### src/rtl/bsm_pkg.sv
package bsm_pkg;
  localparam int NUM_BANKS = 2;

  typedef enum logic [1:0] {
    OWN_COPRO = 2'd0,
    OWN_DMA   = 2'd1,
    OWN_CODEC = 2'd2
  } owner_e;

  localparam logic [2:0] MODE_ENC = 3'd5;
  localparam logic [2:0] MODE_DEC = 3'd6;

  function automatic logic is_auto(input logic [2:0] m);
    return (m == MODE_ENC) || (m == MODE_DEC);
  endfunction

  // static owner map; b is the bank index
  function automatic owner_e static_owner(input logic [2:0] m, input logic b);
    case (m)
      3'd1:    return OWN_DMA;
      3'd2:    return OWN_CODEC;
      3'd3:    return b ? OWN_CODEC : OWN_DMA;
      3'd4:    return b ? OWN_DMA : OWN_CODEC;
      default: return OWN_COPRO;
    endcase
  endfunction
endpackage

### src/rtl/bsm_bank_ctrl.sv
module bsm_bank_ctrl (
  input  logic clk,
  input  logic rst_n,
  input  logic restart,
  input  logic start_on_dma,
  input  logic auto_en,
  input  logic fill_done,
  input  logic release_i,
  output logic on_dma
);
  always_ff @(posedge clk or negedge rst_n) begin
    if (!rst_n)                           on_dma <= 1'b0;
    else if (restart)                     on_dma <= start_on_dma;
    else if (auto_en) begin
      if (!on_dma && fill_done)           on_dma <= 1'b1;
      else if (on_dma && release_i)       on_dma <= 1'b0;
    end
  end

  // a bank leaves the DMA side only on its final chunk or a restart
  p_release_only_r5: assert property (@(posedge clk) disable iff (!rst_n)
    $fell(on_dma) |-> $past(release_i || restart));
  // a bank reaches the DMA side only through a codec hand-off or restart
  p_handoff_only_r4: assert property (@(posedge clk) disable iff (!rst_n)
    $rose(on_dma) |-> $past(fill_done || restart));
endmodule

### src/rtl/bsm_dma_seq.sv
module bsm_dma_seq #(
  parameter int BANK_BYTES     = 2048,
  parameter int MAX_XFER_BYTES = 2048
) (
  input  logic                              clk,
  input  logic                              rst_n,
  input  logic                              restart,
  input  logic                              auto_en,
  input  logic [1:0]                        xfer_size,
  input  logic [bsm_pkg::NUM_BANKS-1:0]     bank_on_dma,
  input  logic                              req_ready,
  input  logic                              xfer_done,
  output logic                              req_valid,
  output logic                              req_bank,
  output logic [$clog2(MAX_XFER_BYTES):0]   req_bytes,
  output logic [bsm_pkg::NUM_BANKS-1:0]     bank_release,
  output logic                              active
);
  localparam int BASE_CHUNKS = BANK_BYTES / MAX_XFER_BYTES;
  localparam int CNT_W       = $clog2(BASE_CHUNKS * 8) + 1;
  localparam int BYTES_W     = $clog2(MAX_XFER_BYTES) + 1;

  logic             ptr, outst;
  logic [1:0]       size_q;
  logic [CNT_W-1:0] cnt, last_idx;
  logic             finish, is_last;

  assign last_idx  = CNT_W'((BASE_CHUNKS << size_q) - 1);
  assign finish    = outst && xfer_done;
  assign is_last   = (cnt == last_idx);
  assign req_bank  = ptr;
  assign req_bytes = BYTES_W'(MAX_XFER_BYTES >> size_q);
  assign active    = req_valid || outst;

  always_comb begin
    bank_release = '0;
    if (finish && is_last && !restart) bank_release[ptr] = 1'b1;
  end

  always_ff @(posedge clk or negedge rst_n) begin
    if (!rst_n) begin
      ptr <= 1'b0; outst <= 1'b0; req_valid <= 1'b0; cnt <= '0; size_q <= '0;
    end else if (restart) begin
      ptr <= 1'b0; outst <= 1'b0; req_valid <= 1'b0; cnt <= '0;
    end else if (auto_en) begin
      if (!req_valid && !outst && bank_on_dma[ptr]) begin
        req_valid <= 1'b1;
        if (cnt == '0) size_q <= xfer_size;
      end
      if (req_valid && req_ready) begin
        req_valid <= 1'b0;
        outst     <= 1'b1;
      end
      if (finish) begin
        outst <= 1'b0;
        if (is_last) begin
          cnt <= '0;
          ptr <= ~ptr;
        end else begin
          cnt <= cnt + 1'b1;
        end
      end
    end
  end

  // a raised request waits, unchanged, for ready
  p_req_hold_r7: assert property (@(posedge clk) disable iff (!rst_n)
    (req_valid && !req_ready && !restart) |=> (req_valid && $stable(req_bank) && $stable(req_bytes)));
  // a request only names a bank that sits on the DMA side
  p_req_owned_r6: assert property (@(posedge clk) disable iff (!rst_n)
    req_valid |-> bank_on_dma[req_bank]);
  // chunk count never passes the per-bank total
  p_cnt_range_r5: assert property (@(posedge clk) disable iff (!rst_n)
    cnt <= last_idx);
endmodule

### src/rtl/bsm_pingpong_mgr.sv
module bsm_pingpong_mgr #(
  parameter int BANK_BYTES     = 2048,
  parameter int MAX_XFER_BYTES = 2048
) (
  input  logic                             clk,
  input  logic                             rst_n,
  input  logic [2:0]                       mode,
  input  logic [1:0]                       xfer_size,
  input  logic [1:0]                       fill_done,
  input  logic                             stream_end,
  input  logic                             dma_req_ready,
  input  logic                             dma_xfer_done,
  output logic [3:0]                       bank_owner,
  output logic                             dma_req_valid,
  output logic                             dma_req_bank,
  output logic [$clog2(MAX_XFER_BYTES):0]  dma_req_bytes,
  output logic                             busy
);
  import bsm_pkg::*;

  logic [2:0]           mode_q;
  logic                 restart, auto_en, enc_q, end_seen, dma_active;
  logic [NUM_BANKS-1:0] on_dma, release_v;

  assign restart = (mode != mode_q);
  assign auto_en = is_auto(mode_q);
  assign enc_q   = (mode_q == MODE_ENC);

  always_ff @(posedge clk or negedge rst_n) begin
    if (!rst_n) mode_q <= 3'd0;
    else        mode_q <= mode;
  end

  for (genvar b = 0; b < NUM_BANKS; b++) begin : g_bank
    bsm_bank_ctrl u_bank (
      .clk          (clk),
      .rst_n        (rst_n),
      .restart      (restart),
      .start_on_dma (mode == MODE_DEC),
      .auto_en      (auto_en),
      .fill_done    (fill_done[b]),
      .release_i    (release_v[b]),
      .on_dma       (on_dma[b])
    );
    always_comb begin
      if (auto_en) bank_owner[2*b +: 2] = on_dma[b] ? OWN_DMA : OWN_CODEC;
      else         bank_owner[2*b +: 2] = static_owner(mode_q, 1'(b));
    end
  end

  bsm_dma_seq #(.BANK_BYTES(BANK_BYTES), .MAX_XFER_BYTES(MAX_XFER_BYTES)) u_seq (
    .clk          (clk),
    .rst_n        (rst_n),
    .restart      (restart),
    .auto_en      (auto_en),
    .xfer_size    (xfer_size),
    .bank_on_dma  (on_dma),
    .req_ready    (dma_req_ready),
    .xfer_done    (dma_xfer_done),
    .req_valid    (dma_req_valid),
    .req_bank     (dma_req_bank),
    .req_bytes    (dma_req_bytes),
    .bank_release (release_v),
    .active       (dma_active)
  );

  always_ff @(posedge clk or negedge rst_n) begin
    if (!rst_n) begin
      busy     <= 1'b0;
      end_seen <= 1'b0;
    end else if (restart) begin
      busy     <= is_auto(mode);
      end_seen <= 1'b0;
    end else if (enc_q && busy) begin
      if (stream_end) end_seen <= 1'b1;
      if (end_seen && on_dma == '0 && !dma_active) busy <= 1'b0;
    end
  end

  // static modes never show busy nor a request
  p_static_quiet_r2: assert property (@(posedge clk) disable iff (!rst_n)
    !auto_en |-> (!busy && !dma_req_valid));
  // decode keeps busy set for as long as it lasts
  p_dec_busy_r9: assert property (@(posedge clk) disable iff (!rst_n)
    (mode_q == MODE_DEC) |-> busy);
endmodule

### config.mk
export PLATFORM = sky130hd
export DESIGN_NAME = bsm_pingpong_mgr
export DESIGN_NICKNAME = d
export VERILOG_FILES = /design/src/rtl/bsm_pkg.sv /design/src/rtl/bsm_bank_ctrl.sv /design/src/rtl/bsm_dma_seq.sv /design/src/rtl/bsm_pingpong_mgr.sv
export SDC_FILE = /design/constraint.sdc
export NUM_CORES = 1
export LEC_CHECK = 0
export BUFFER_PORTS_ARGS = -buffer_cell sky130_fd_sc_hd__buf_2
export CORE_AREA = 2 2 50 52
export CTS_CLUSTER_DIAMETER = 150
export DETAILED_ROUTE_END_ITERATION = 10
export DIE_AREA = 0 0 52 54
export GPL_ROUTABILITY_DRIVEN = 0
export PLACE_DENSITY_LB_ADDON = 0.2
export SYNTH_ARGS = -nofsm -noshare
export SYNTH_HDL_FRONTEND = slang
export SYNTH_SLANG_ARGS = --single-unit
### constraint.sdc
create_clock -name clk -period 2 [get_ports clk]
set_input_delay 0.1 -clock clk [delete_from_list [all_inputs] [get_ports clk]]
set_output_delay 0.1 -clock clk [all_outputs]
set_load 0.03 [all_outputs]
==> run_results.csv, run 1 <==
group,metric,value,unit
status,outcome,"finished clean",
logic_synthesis,synthMuxAreaShare,0.0300,
power_and_ir_drop,p_sw,0.000295,W
job,max_cap_viol_count,0,
timing,drv_slew,0,
critical_path,critical_path.startpoint_type,"register",
critical_path,end_kind,"register",
timing,final-hold-violation-count,0,
power_and_ir_drop,p_total,0.000795,W
layout,num_antenna_cells,0,
timing,tns,0,ns
logic_synthesis,synthSimpleGateAreaFrac,0.204,
power_and_ir_drop,p_comb_frac,0.312,
timing,fmax,0.570,GHz
logic_synthesis,yosys.area_share.adder,0.0231,
layout,drive_above_1_share,0.230,
clocking,root_buffer,"clkbuf_4",
timing,post-route-period-util,0.877,
power_and_ir_drop,seqPwrFrac,0.476,
power_and_ir_drop,peakVddDrop,356,µV
timing,finalSetupViolations,0,
floorplanning,coreArea,0.00232,mm²
logic_synthesis,synth.largest_area_cell,"dfrtp_1",
detailed_routing,vias,883,
logic_synthesis,ys_warn_count,0,
clocking,cts_made_buffers,3,
layout,layout.nets,155,
hold_path,hold_path.class,"in -> reg",
placed_design,dp_hpwl,1.58,mm
logic_synthesis,async_flop_share,1.00,
floorplanning,die_width,52,µm
critical_path,cp_cell_sequence,"xor2_4 -> nand4_4 -> or4b_1 -> a21oi_1",
logic_synthesis,synth_cells,116,
floorplanning,ios,31,
grt,antenna_found_initial,0,
placed_design,place_area,0.00114,mm²
critical_path,slowest_delay,0.60,ns
logic_synthesis,ys.flop_type,"dfrtp_1",
logic_synthesis,yosysSeqAreaShare,0.370,
layout,synthToLayoutAreaGrowth,11.4,%
power_and_ir_drop,pwr-share-clk,0.212,
logic_synthesis,synth_xor_area_frac,0.0658,
placed_design,numPortBuffers,22,
timing,rsz0062_at_grt,"false",
critical_path,critPathMaxFanout,10,
logic_synthesis,synth_compound_area_frac,0.172,
layout,instances_no_fill,169,
floorplanning,die_area,0.00281,mm²
clocking,max-clock-path-buffers,2,
timing,fin_crit,1.75,ns
grt,grt_first_pass_wirelength,3.38,mm
logic_synthesis,synth_top_area_share,0.370,
detailed_routing,drt-initial-drc-count,10,
logic_synthesis,yosysUniqueCellTypes,40,
grt,grt_overflow_total,0,
placed_design,dp.cells,162,
logic_synthesis,synth_commonest_cells,"dfrtp_1 (16), a21oi_1 (9), buf_4 (9), o21ai_0 (9), nand3_1 (8)",
logic_synthesis,synth.most_common_cell,"dfrtp_1",
detailed_routing,avgViaCountPerCell,5.22,
floorplanning,dieHeight,54,µm
logic_synthesis,syn_avg_cell_area,9.34,µm²
clocking,tritoncts,"done",
logic_synthesis,synth-edff-count,0,
logic_synthesis,synthTopCellsByArea,"dfrtp_1 (37%), buf_4 (6.2%), a21oi_1 (4.2%)",
timing,finClkSkew,0.00730,ns
grt,grt_max_degree,17,
power_and_ir_drop,p_sw_frac,0.371,
detailed_routing,ant_nets,0,
critical_path,critical_path_required,2.21,ns
clocking,cts_setup_buffers,0,
detailed_routing,drc,0,
power_and_ir_drop,p_leak,0.543,nW
grt,track_usage,0.165,
critical_path,cp_slowest_cell,"dfrtp_1",
layout,fillers,233,
logic_synthesis,synth-seq-cells,16,
layout,design_area,0.00121,mm²
detailed_routing,wl_per_cell,12.4,µm
grt,grt_pass1_vias,743,
clocking,cts_max_level,1,
critical_path,arrival,1.96,ns
logic_synthesis,syn_area,0.00108,mm²
clocking,clock_latency,0.28,ns
power_and_ir_drop,power.density,659,mW/mm²
power_and_ir_drop,p_int,0.000500,W
clocking,path_clk_slew,0.10,ns
floorplanning,start_util,0.467,
logic_synthesis,synth_top_family_by_area,"simple AND/OR/NAND/NOR gates",
floorplanning,rows,18,
detailed_routing,dr.pass1.iters,4,
detailed_routing,wirelength,2.09,mm
critical_path,setup.worst_path.class,"reg -> reg",
clocking,clock-sinks,16,
==> stage by stage <==
stage          setup slack, ns  hold WS, ns   util
2_1_floorplan            0.385       -0.196      -
3_3_place_gp             0.319       0.0351  0.494
3_5_place_dp             0.239       0.0346  0.494
4_1_cts                  0.234       0.0112  0.520
5_1_grt                  0.123       0.0137  0.520
6_report                 0.246       0.0167  0.520
==> flip-flops by register name (all words and copies together) (netlist names) <==
signal / cells
u_seq.size_q: 2
g_bank.u_bank.on_dma: 2
u_seq.cnt: 4
u_seq.outst: 1
mode_q: 3
end_seen: 1
u_seq.req_valid: 1
busy: 1
u_seq.req_bank: 1
==> layout make-up <==
cell class / count / area, µm² / area share
repair buffers: 27 / 158 / 0.131
flip-flops and latches: 16 / 400 / 0.332
inverters: 6 / 22.5 / 0.0187
multi-input cells: 87 / 567 / 0.469
well taps: 30 / 37.5 / 0.0311
clock buffers: 3 / 22.5 / 0.0187
==> critical path: cells and delay by family (launching register included) <==
kind                      cells  cell delay, ns
DFF                           1            0.60
and+or+nand+nor               2            0.73
xor gates and xnor gates      1            0.20
AOI/OAI and AO/OA             1            0.15
==> path summary, 6_finish.rpt <==
check / from / depth (start not counted) / to / slack (ns)
max: mode_q[0]$_DFF_PN0_ / 4 / u_seq.cnt[3]$_DFFE_PN0P_ / 0.25
min in group asynchronous: rst_n / 2 / u_seq.cnt[0]$_DFFE_PN0P_ / 0.25
min reg2reg: end_seen$_DFFE_PN0P_ / 2 / end_seen$_DFFE_PN0P_ / 0.53
max in group asynchronous: rst_n / 2 / g_bank[1].u_bank.on_dma$_DFFE_PN0P_ / 1.49
min: dma_req_ready / 2 / u_seq.req_valid$_DFFE_PN0P_ / 0.02
max reg2reg: mode_q[0]$_DFF_PN0_ / 4 / u_seq.cnt[3]$_DFFE_PN0P_ / 0.25
==> placed cells by master (no fill, tap or decap), types with 4 or more instances in the layout <==
master	instances
a21oi_1	9
a31oi_1	4
buf_2	22
conb_1	8
dfrtp_1	16
dlygate4sd3_1	4
inv_1	6
nand2_1	6
nand3_1	8
nor2_1	6
o21ai_0	9
xnor2_1	4
==> per-layer routing <==
| metal | GRT usage | share of wire | vias up |
|---|---|---|---|
| li1 | - | - | 443 |
| met1 | 0.212 | 0.46 | 419 |
| met2 | 0.272 | 0.50 | 19 |
| met3 | 0.0333 | 0.035 | 2 |
| met5 | 0 | 0 | - |
| met4 | 0.0658 | 0.0048 | 0 |
==> cell families (layout without fill, tap and decap cells) <==
logic type,after synthesis,in the layout
buf+inv,20,36
xor+xnor,6,6
other cells,1,8
fa+ha+maj,2,2
compound gates,31,31
mux,3,3
simple gates,37,37
flops,16,16
==> power by group through the flow <==
stage	Combinational, W	Sequential (W)	Clock [W]
3_5_place_dp	0.000243	0.000385	0
2_1_floorplan	0.000203	0.000374	0
6_report	0.000248	0.000378	0.000169
5_1_grt	0.000274	0.000384	0.000188
4_1_cts	0.000250	0.000378	0.000172
3_3_place_gp	0.000240	0.000384	0
==> timing repair <==
item                                    CTS  global route
hold buffers                              4             0
endpoints found under the setup margin    0             0
hold endpoints to repair                 19             0
resized for setup                         0             0
Note: power is estimated with default switching activity, not from simulation.
==> inputs of run 2 (changes only) <==
--- a/config.mk
+++ b/config.mk
@@ -5,11 +5,12 @@
 export SDC_FILE = /design/constraint.sdc
 export NUM_CORES = 1
 export LEC_CHECK = 0
+export ABC_AREA = 1
 export BUFFER_PORTS_ARGS = -buffer_cell sky130_fd_sc_hd__buf_2
-export CORE_AREA = 2 2 50 52
+export CORE_AREA = 2 2 49 51
 export CTS_CLUSTER_DIAMETER = 150
 export DETAILED_ROUTE_END_ITERATION = 10
-export DIE_AREA = 0 0 52 54
+export DIE_AREA = 0 0 51 53
 export GPL_ROUTABILITY_DRIVEN = 0
 export PLACE_DENSITY_LB_ADDON = 0.2
 export SYNTH_ARGS = -nofsm -noshare
==> run 2 against run 1 <==
Clock skew is 0.0047 ns lower; register-to-register slack better by 0.27 ns; critical path depth is 2 higher; sequential power is 3% lower; global-route usage is 2.8 points higher; core utilization is 5.3 points higher; critical endpoint is now bank_owner[1].
==> run_results.csv, run 2 <==
group,metric,value,unit
clocking,tritoncts,"done",
critical_path,rrSetupSlack,0.52,ns
critical_path,critical_path_required,1.90,ns
clocking,cts_made_buffers,3,
placed_design,dp.cells,188,
power_and_ir_drop,p_leak,0.644,nW
logic_synthesis,synth-edff-count,0,
clocking,ctsHoldBuffers,4,
status,outcome,"finished clean",
clocking,ctsResizeCount,0,
layout,drive_above_1_share,0.214,
detailed_routing,wl_per_cell,11.5,µm
logic_synthesis,syn_avg_cell_area,7.54,µm²
critical_path,critical_path.startpoint_type,"register",
detailed_routing,drc,0,
critical_path,critPathMaxFanout,8,
layout,reg_top3,"u_seq.cnt (4), mode_q (3)",
grt,grt_first_pass_wirelength,3.81,mm
clocking,path_clk_slew,0.09,ns
timing,finClkSkew,0.00260,ns
logic_synthesis,yosysSeqAreaShare,0.379,
hold_path,worstHoldStart,"xfer_size[1]",
hold_path,hold_path.class,"in -> reg",
floorplanning,rows,17,
layout,num_antenna_cells,0,
grt,grt_overflow_total,0,
layout,instances_no_fill,196,
clocking,root_buffer,"clkbuf_4",
logic_synthesis,synth_cells,140,
floorplanning,ios,31,
layout,largest_reg_flops,4,
floorplanning,die_area,0.00270,mm²
logic_synthesis,ys.flop_type,"dfrtp_1",
logic_synthesis,yosysUniqueCellTypes,29,
detailed_routing,vias,976,
power_and_ir_drop,power.density,655,mW/mm²
logic_synthesis,synth-seq-cells,16,
critical_path,end_kind,"output pin",
layout,layout.nets,183,
clocking,cts_setup_buffers,0,
placed_design,numPortBuffers,22,
floorplanning,dieHeight,53,µm
timing,fin_crit,1.58,ns
floorplanning,start_util,0.492,
placed_design,dp_hpwl,1.73,mm
logic_synthesis,synth.largest_area_cell,"dfrtp_1",
detailed_routing,drt-initial-drc-count,17,
layout,synthToLayoutAreaGrowth,16.7,%
critical_path,crit_path_start,"mode_q[1]$_DFF_PN0_",
critical_path,rr_endpoint,"u_seq.req_bank$_DFFE_PN0P_",
logic_synthesis,synth_top_area_share,0.379,
timing,finalSetupViolations,0,
logic_synthesis,syn_area,0.00106,mm²
timing,final-hold-violation-count,0,
logic_synthesis,async_flop_share,1.00,
critical_path,r2r_cells,9,
detailed_routing,ant_nets,0,
timing,fmax,0.632,GHz
power_and_ir_drop,peakVddDrop,461,µV
critical_path,setup.worst_path.class,"reg -> out",
logic_synthesis,synthTopCellsByArea,"dfrtp_1 (38%), nand2_1 (11%), buf_4 (5.7%)",
critical_path,crit-reg2reg-launch,"mode_q[2]$_DFF_PN0_",
timing,tns,0,ns
logic_synthesis,ys_warn_count,0,
floorplanning,coreArea,0.00215,mm²
grt,track_usage,0.193,
clocking,clock-sinks,16,
job,max_cap_viol_count,0,
timing,drv_slew,0,
hold_path,hold_end,"u_seq.size_q[1]$_DFFE_PN0P_",
timing,rsz0062_at_grt,"false",
clocking,cts_max_level,1,
grt,antenna_found_initial,0,
grt,grt_pass1_vias,925,
clocking,clock_latency,0.29,ns
power_and_ir_drop,p_total,0.000807,W
layout,fillers,225,
layout,final_cell_mix,"nand2_1 (30), buf_2 (22), inv_1 (16), dfrtp_1 (16), nor2_1 (15)",
logic_synthesis,synth.most_common_cell,"nand2_1",
detailed_routing,avgViaCountPerCell,4.98,
critical_path,arrival,1.48,ns
timing,post-route-period-util,0.791,
logic_synthesis,synth_commonest_cells,"nand2_1 (30), dfrtp_1 (16), inv_1 (16)",
layout,final_common_cell,"nand2_1",
clocking,max-clock-path-buffers,2,
layout,largest_register,"u_seq.cnt",
detailed_routing,wirelength,2.25,mm
floorplanning,die_width,51,µm
detailed_routing,dr.pass1.iters,4,
hold_path,whs_path_depth,3,
grt,grt_max_degree,17,
[run 2: cell types whose count changed after synthesis, sizes merged, moves of 3 or more]
cell | previous run | this run
nor2 | 6 | 16
inv | 6 | 18
nor2b | 3 | 0
buf | 13 | 9
nand2 | 6 | 32
[run 2: critical path: stages, from the launching register on]
cell and delay [ns]:
dfrtp_1 0.41, inv_1 0.12, nand2_1 0.08, nand2_1 0.10, nand2_4 0.09, o221ai_1 0.16, buf_2 0.22
[run 2: worst max path at each step]
stage / end / cells past startpoint
detailed placement: u_seq.req_bank$_DFFE_PN0P_ / 9
CTS: bank_owner[1] / 6
global placement: u_seq.req_bank$_DFFE_PN0P_ / 9
floorplan: g_bank[1].u_bank.on_dma$_DFFE_PN0P_ / 10
finish: bank_owner[1] / 6
global route: bank_owner[2] / 6
[run 2: cell type report]
cell class                      count  area [µm²]  share of cell area
Tap cell                           28        35.0              0.0284
Clock buffer                        4        36.3              0.0294
Timing Repair Buffer               26         150               0.122
Multi-Input combinational cell    103         534               0.434
Inverter                           19        76.3              0.0619
Sequential cell                    16         400               0.325
[run 2: cells by family after synthesis]
family | share of synthesized area
fa+ha+maj | 0.0237
buf+inv | 0.140
xor+xnor | 0.0166
other cells | 0.00355
flops | 0.379
compound gates | 0.147
simple gates | 0.290
[run 2: power breakdown]
group / internal (W) / switching, W
clock network: 0.000111 / 0.000102
logic: 0.0000689 / 0.000159
registers: 0.000342 / 0.0000239
total: 0.000522 / 0.000285
[run 2: routing by layer]
layer,GRT usage,vias up,part of all wire
li1,-,498,-
met1,0.204,447,0.43
met2,0.366,26,0.51
met3,0.0282,5,0.041
met4,0.108,0,0.020
met5,0,-,0
[run 2: stage by stage]
| step | setup WS, ns | hold WS (ns) | cell area [µm²] | util |
|---|---|---|---|---|
| 6_report | 0.418 | 0.0554 | 1230 | 0.574 |
| 2_1_floorplan | 0.374 | -0.196 | 1080 | - |
| 4_1_cts | 0.398 | 0.0487 | 1230 | 0.574 |
| 3_5_place_dp | 0.534 | 0.0316 | 1160 | 0.538 |
| 5_1_grt | 0.289 | 0.0707 | 1230 | 0.574 |
| 3_3_place_gp | 0.569 | 0.0312 | 1160 | 0.538 |
==> inputs of run 3 (changes only) <==
--- a/config.mk
+++ b/config.mk
@@ -5,12 +5,12 @@
 export SDC_FILE = /design/constraint.sdc
 export NUM_CORES = 1
 export LEC_CHECK = 0
-export ABC_AREA = 1
+export ABC_AREA = 0
 export BUFFER_PORTS_ARGS = -buffer_cell sky130_fd_sc_hd__buf_2
-export CORE_AREA = 2 2 49 51
+export CORE_AREA = 2 2 66 43
 export CTS_CLUSTER_DIAMETER = 150
 export DETAILED_ROUTE_END_ITERATION = 10
-export DIE_AREA = 0 0 51 53
+export DIE_AREA = 0 0 68 45
 export GPL_ROUTABILITY_DRIVEN = 0
 export PLACE_DENSITY_LB_ADDON = 0.2
 export SYNTH_ARGS = -nofsm -noshare
==> constraint.sdc (replaced) <==
create_clock -name clk -period 1.4 [get_ports clk]
set_input_delay 0.07 -clock clk [delete_from_list [all_inputs] [get_ports clk]]
set_output_delay 0.07 -clock clk [all_outputs]
set_load 0.03 [all_outputs]
==> run 3 against run 2 <==
Critical path depth unchanged; global-route usage up 2.5 points; register-to-register slack worse by 0.69 ns; the flow now finishes with violations (setup timing); critical path type is now reg -> reg; critical endpoint is now u_seq.size_q[0]$_DFFE_PN0P_; worst hold slack better by 0.0023 ns; largest power group is now combinational cells; wire length up 50%; worst setup slack worse by 0.59 ns; core utilization up 13 points.
==> run_results.csv, run 3 (same netlist as run 1, synthesis figures left out) <==
group,metric,value,unit
layout,reg_top3,"u_seq.cnt (4), mode_q (3)",
floorplanning,start_util,0.448,
grt,grt_overflow_total,0,
timing,finalSetupViolations,13,
critical_path,crit_path_start,"u_seq.cnt[0]$_DFFE_PN0P_",
layout,synthToLayoutAreaGrowth,57.2,%
layout,drive_above_1_share,0.533,
critical_path,end_kind,"register",
status,violations,"setup timing",
grt,grt_max_degree,17,
timing,post-route-period-util,1.12,
status,outcome,"finished, violations left",
layout,layout.nets,185,
placed_design,numPortBuffers,22,
clocking,clock-sinks,16,
critical_path,arrival,1.71,ns
timing,final-hold-violation-count,0,
clocking,cts_max_level,1,
grt,grt_pass1_vias,976,
hold_path,worstHoldStart,"xfer_size[1]",
detailed_routing,wl_per_cell,16.8,µm
critical_path,critical_path.startpoint_type,"register",
timing,fmax,0.636,GHz
floorplanning,coreArea,0.00242,mm²
detailed_routing,avgViaCountPerCell,5.32,
floorplanning,ios,31,
critical_path,critical_path_required,1.54,ns
clocking,tritoncts,"done",
detailed_routing,drt-initial-drc-count,33,
layout,num_antenna_cells,0,
placed_design,place_ws,-0.199,ns
clocking,max-clock-path-buffers,2,
timing,drv_slew,0,
critical_path,cp_slowest_cell,"dfrtp_2",
critical_path,critPathMaxFanout,4,
grt,track_usage,0.218,
detailed_routing,vias,1069,
placed_design,place_area,0.00133,mm²
critical_path,setup.worst_path.class,"reg -> reg",
critical_path,crit-reg2reg-launch,"u_seq.cnt[0]$_DFFE_PN0P_",
power_and_ir_drop,p_leak,0.769,nW
timing,fin_crit,1.57,ns
critical_path,cp.buffers_inverters,1,
power_and_ir_drop,peakVddDrop,445,µV
layout,fin_util,0.704,
job,max_cap_viol_count,0,
critical_path,slowest_delay,0.45,ns
layout,design_area,0.00170,mm²
detailed_routing,ant_nets,0,
critical_path,path_delay_family,"simple AND/OR/NAND/NOR gates",
power_and_ir_drop,p_sw,0.000527,W
placed_design,dp_hpwl,2.07,mm
power_and_ir_drop,p_comb_frac,0.401,
floorplanning,dieHeight,45,µm
detailed_routing,wirelength,3.38,mm
power_and_ir_drop,p_sw_frac,0.359,
critical_path,cp_cell_sequence,"inv_2 -> ha_4 -> nor4b_4 -> nand3_4 -> nor2_4 -> mux2_4",
power_and_ir_drop,seqPwrFrac,0.357,
layout,final_common_cell,"buf_4",
layout,final_cell_mix,"buf_4 (27), buf_2 (18), dfrtp_1 (12)",
detailed_routing,drc,0,
power_and_ir_drop,pwr-share-clk,0.243,
clocking,root_buffer,"clkbuf_8",
floorplanning,rows,14,
detailed_routing,dr.pass1.iters,4,
timing,fin_ws,-0.172,ns
hold_path,hold_path.class,"in -> reg",
power_and_ir_drop,p_int,0.000942,W
floorplanning,die_width,68,µm
power_and_ir_drop,power.density,862,mW/mm²
grt,grt_first_pass_wirelength,4.71,mm
clocking,path_clk_slew,0.06,ns
layout,largest_reg_flops,4,
timing,rsz0062_at_grt,"true",
layout,largest_register,"u_seq.cnt",
grt,antenna_found_initial,0,
floorplanning,die_area,0.00306,mm²
clocking,cts_made_buffers,3,
timing,finClkSkew,0.000732,ns
clocking,clock_latency,0.25,ns
[run 3: cell types whose count changed in the layout (fill, tap and decap cells not counted), moves of 6 or more]
cell     delta
inv_1      -12
nand2_1    -24
buf_4      +27
buf_6       +6
nor2_1     -10
[run 3: power groups by stage]
stage | clock [W] | combinational, W | sequential (W)
after floorplan | 0 | 0.000308 | 0.000535
after global placement | 0 | 0.000426 | 0.000527
after detailed placement | 0 | 0.000435 | 0.000528
after CTS | 0.000361 | 0.000506 | 0.000518
after global routing | 0.000394 | 0.000625 | 0.000527
final | 0.000357 | 0.000588 | 0.000524
[run 3: metal layers]
metal / routed length (µm) / GRT usage
met1: 1500 / 0.295
met2: 1590 / 0.351
met3: 249 / 0.0599
met4: 40 / 0.0520
met5: 0 / 0
[run 3: per-stage QoR]
| stage | hold slack, ns | TNS, ns | total power (W) | cells |
|---|---|---|---|---|
| after floorplan | -0.226 | -0.490 | 0.000843 | 123 |
| after global placement | 0.0102 | -0.830 | 0.000953 | 183 |
| after detailed placement | 0.00941 | -1.12 | 0.000963 | 183 |
| after CTS | 0.0382 | -1.17 | 0.00138 | 197 |
| after global routing | 0.0506 | -2.12 | 0.00155 | 201 |
| final | 0.0577 | -1.36 | 0.00147 | 201 |
[run 3: cell type report]
class	instances	area, µm²
multi-input cells	87	746
well taps	32	40.0
repair buffers	57	445
inverters	6	25.0
clock buffers	3	41.3
fillers	172	714
flip-flops and latches	16	405
[run 3: path summary, 6_finish.rpt]
path / slack [ns] / cells past startpoint / to
max: -0.17 / 6 / u_seq.size_q[0]$_DFFE_PN0P_
min: 0.06 / 2 / u_seq.size_q[1]$_DFFE_PN0P_
max reg2reg: -0.17 / 6 / u_seq.size_q[0]$_DFFE_PN0P_
min reg2reg: 0.52 / 2 / end_seen$_DFFE_PN0P_
max in group asynchronous: 0.83 / 2 / u_seq.cnt[2]$_DFFE_PN0P_
min in group asynchronous: 0.27 / 2 / g_bank[0].u_bank.on_dma$_DFFE_PN0P_
[run 3: repair_timing]
item / 4_1_cts / 5_1_grt
hold endpoints to repair: 19 / 0
pin swaps: 15 / 4
endpoints found under the setup margin: 16 / 16
setup buffers: 7 / 3
resized for setup: 32 / 19
cloned: 0 / 1
hold buffers: 4 / 0
[run 3: worst register-to-register path: stages (launching register included)]
cell and delay, ns:
dfrtp_2 0.45, inv_2 0.10, ha_4 0.13, nor4b_4 0.24
nand3_4 0.10, nor2_4 0.12, mux2_4 0.31
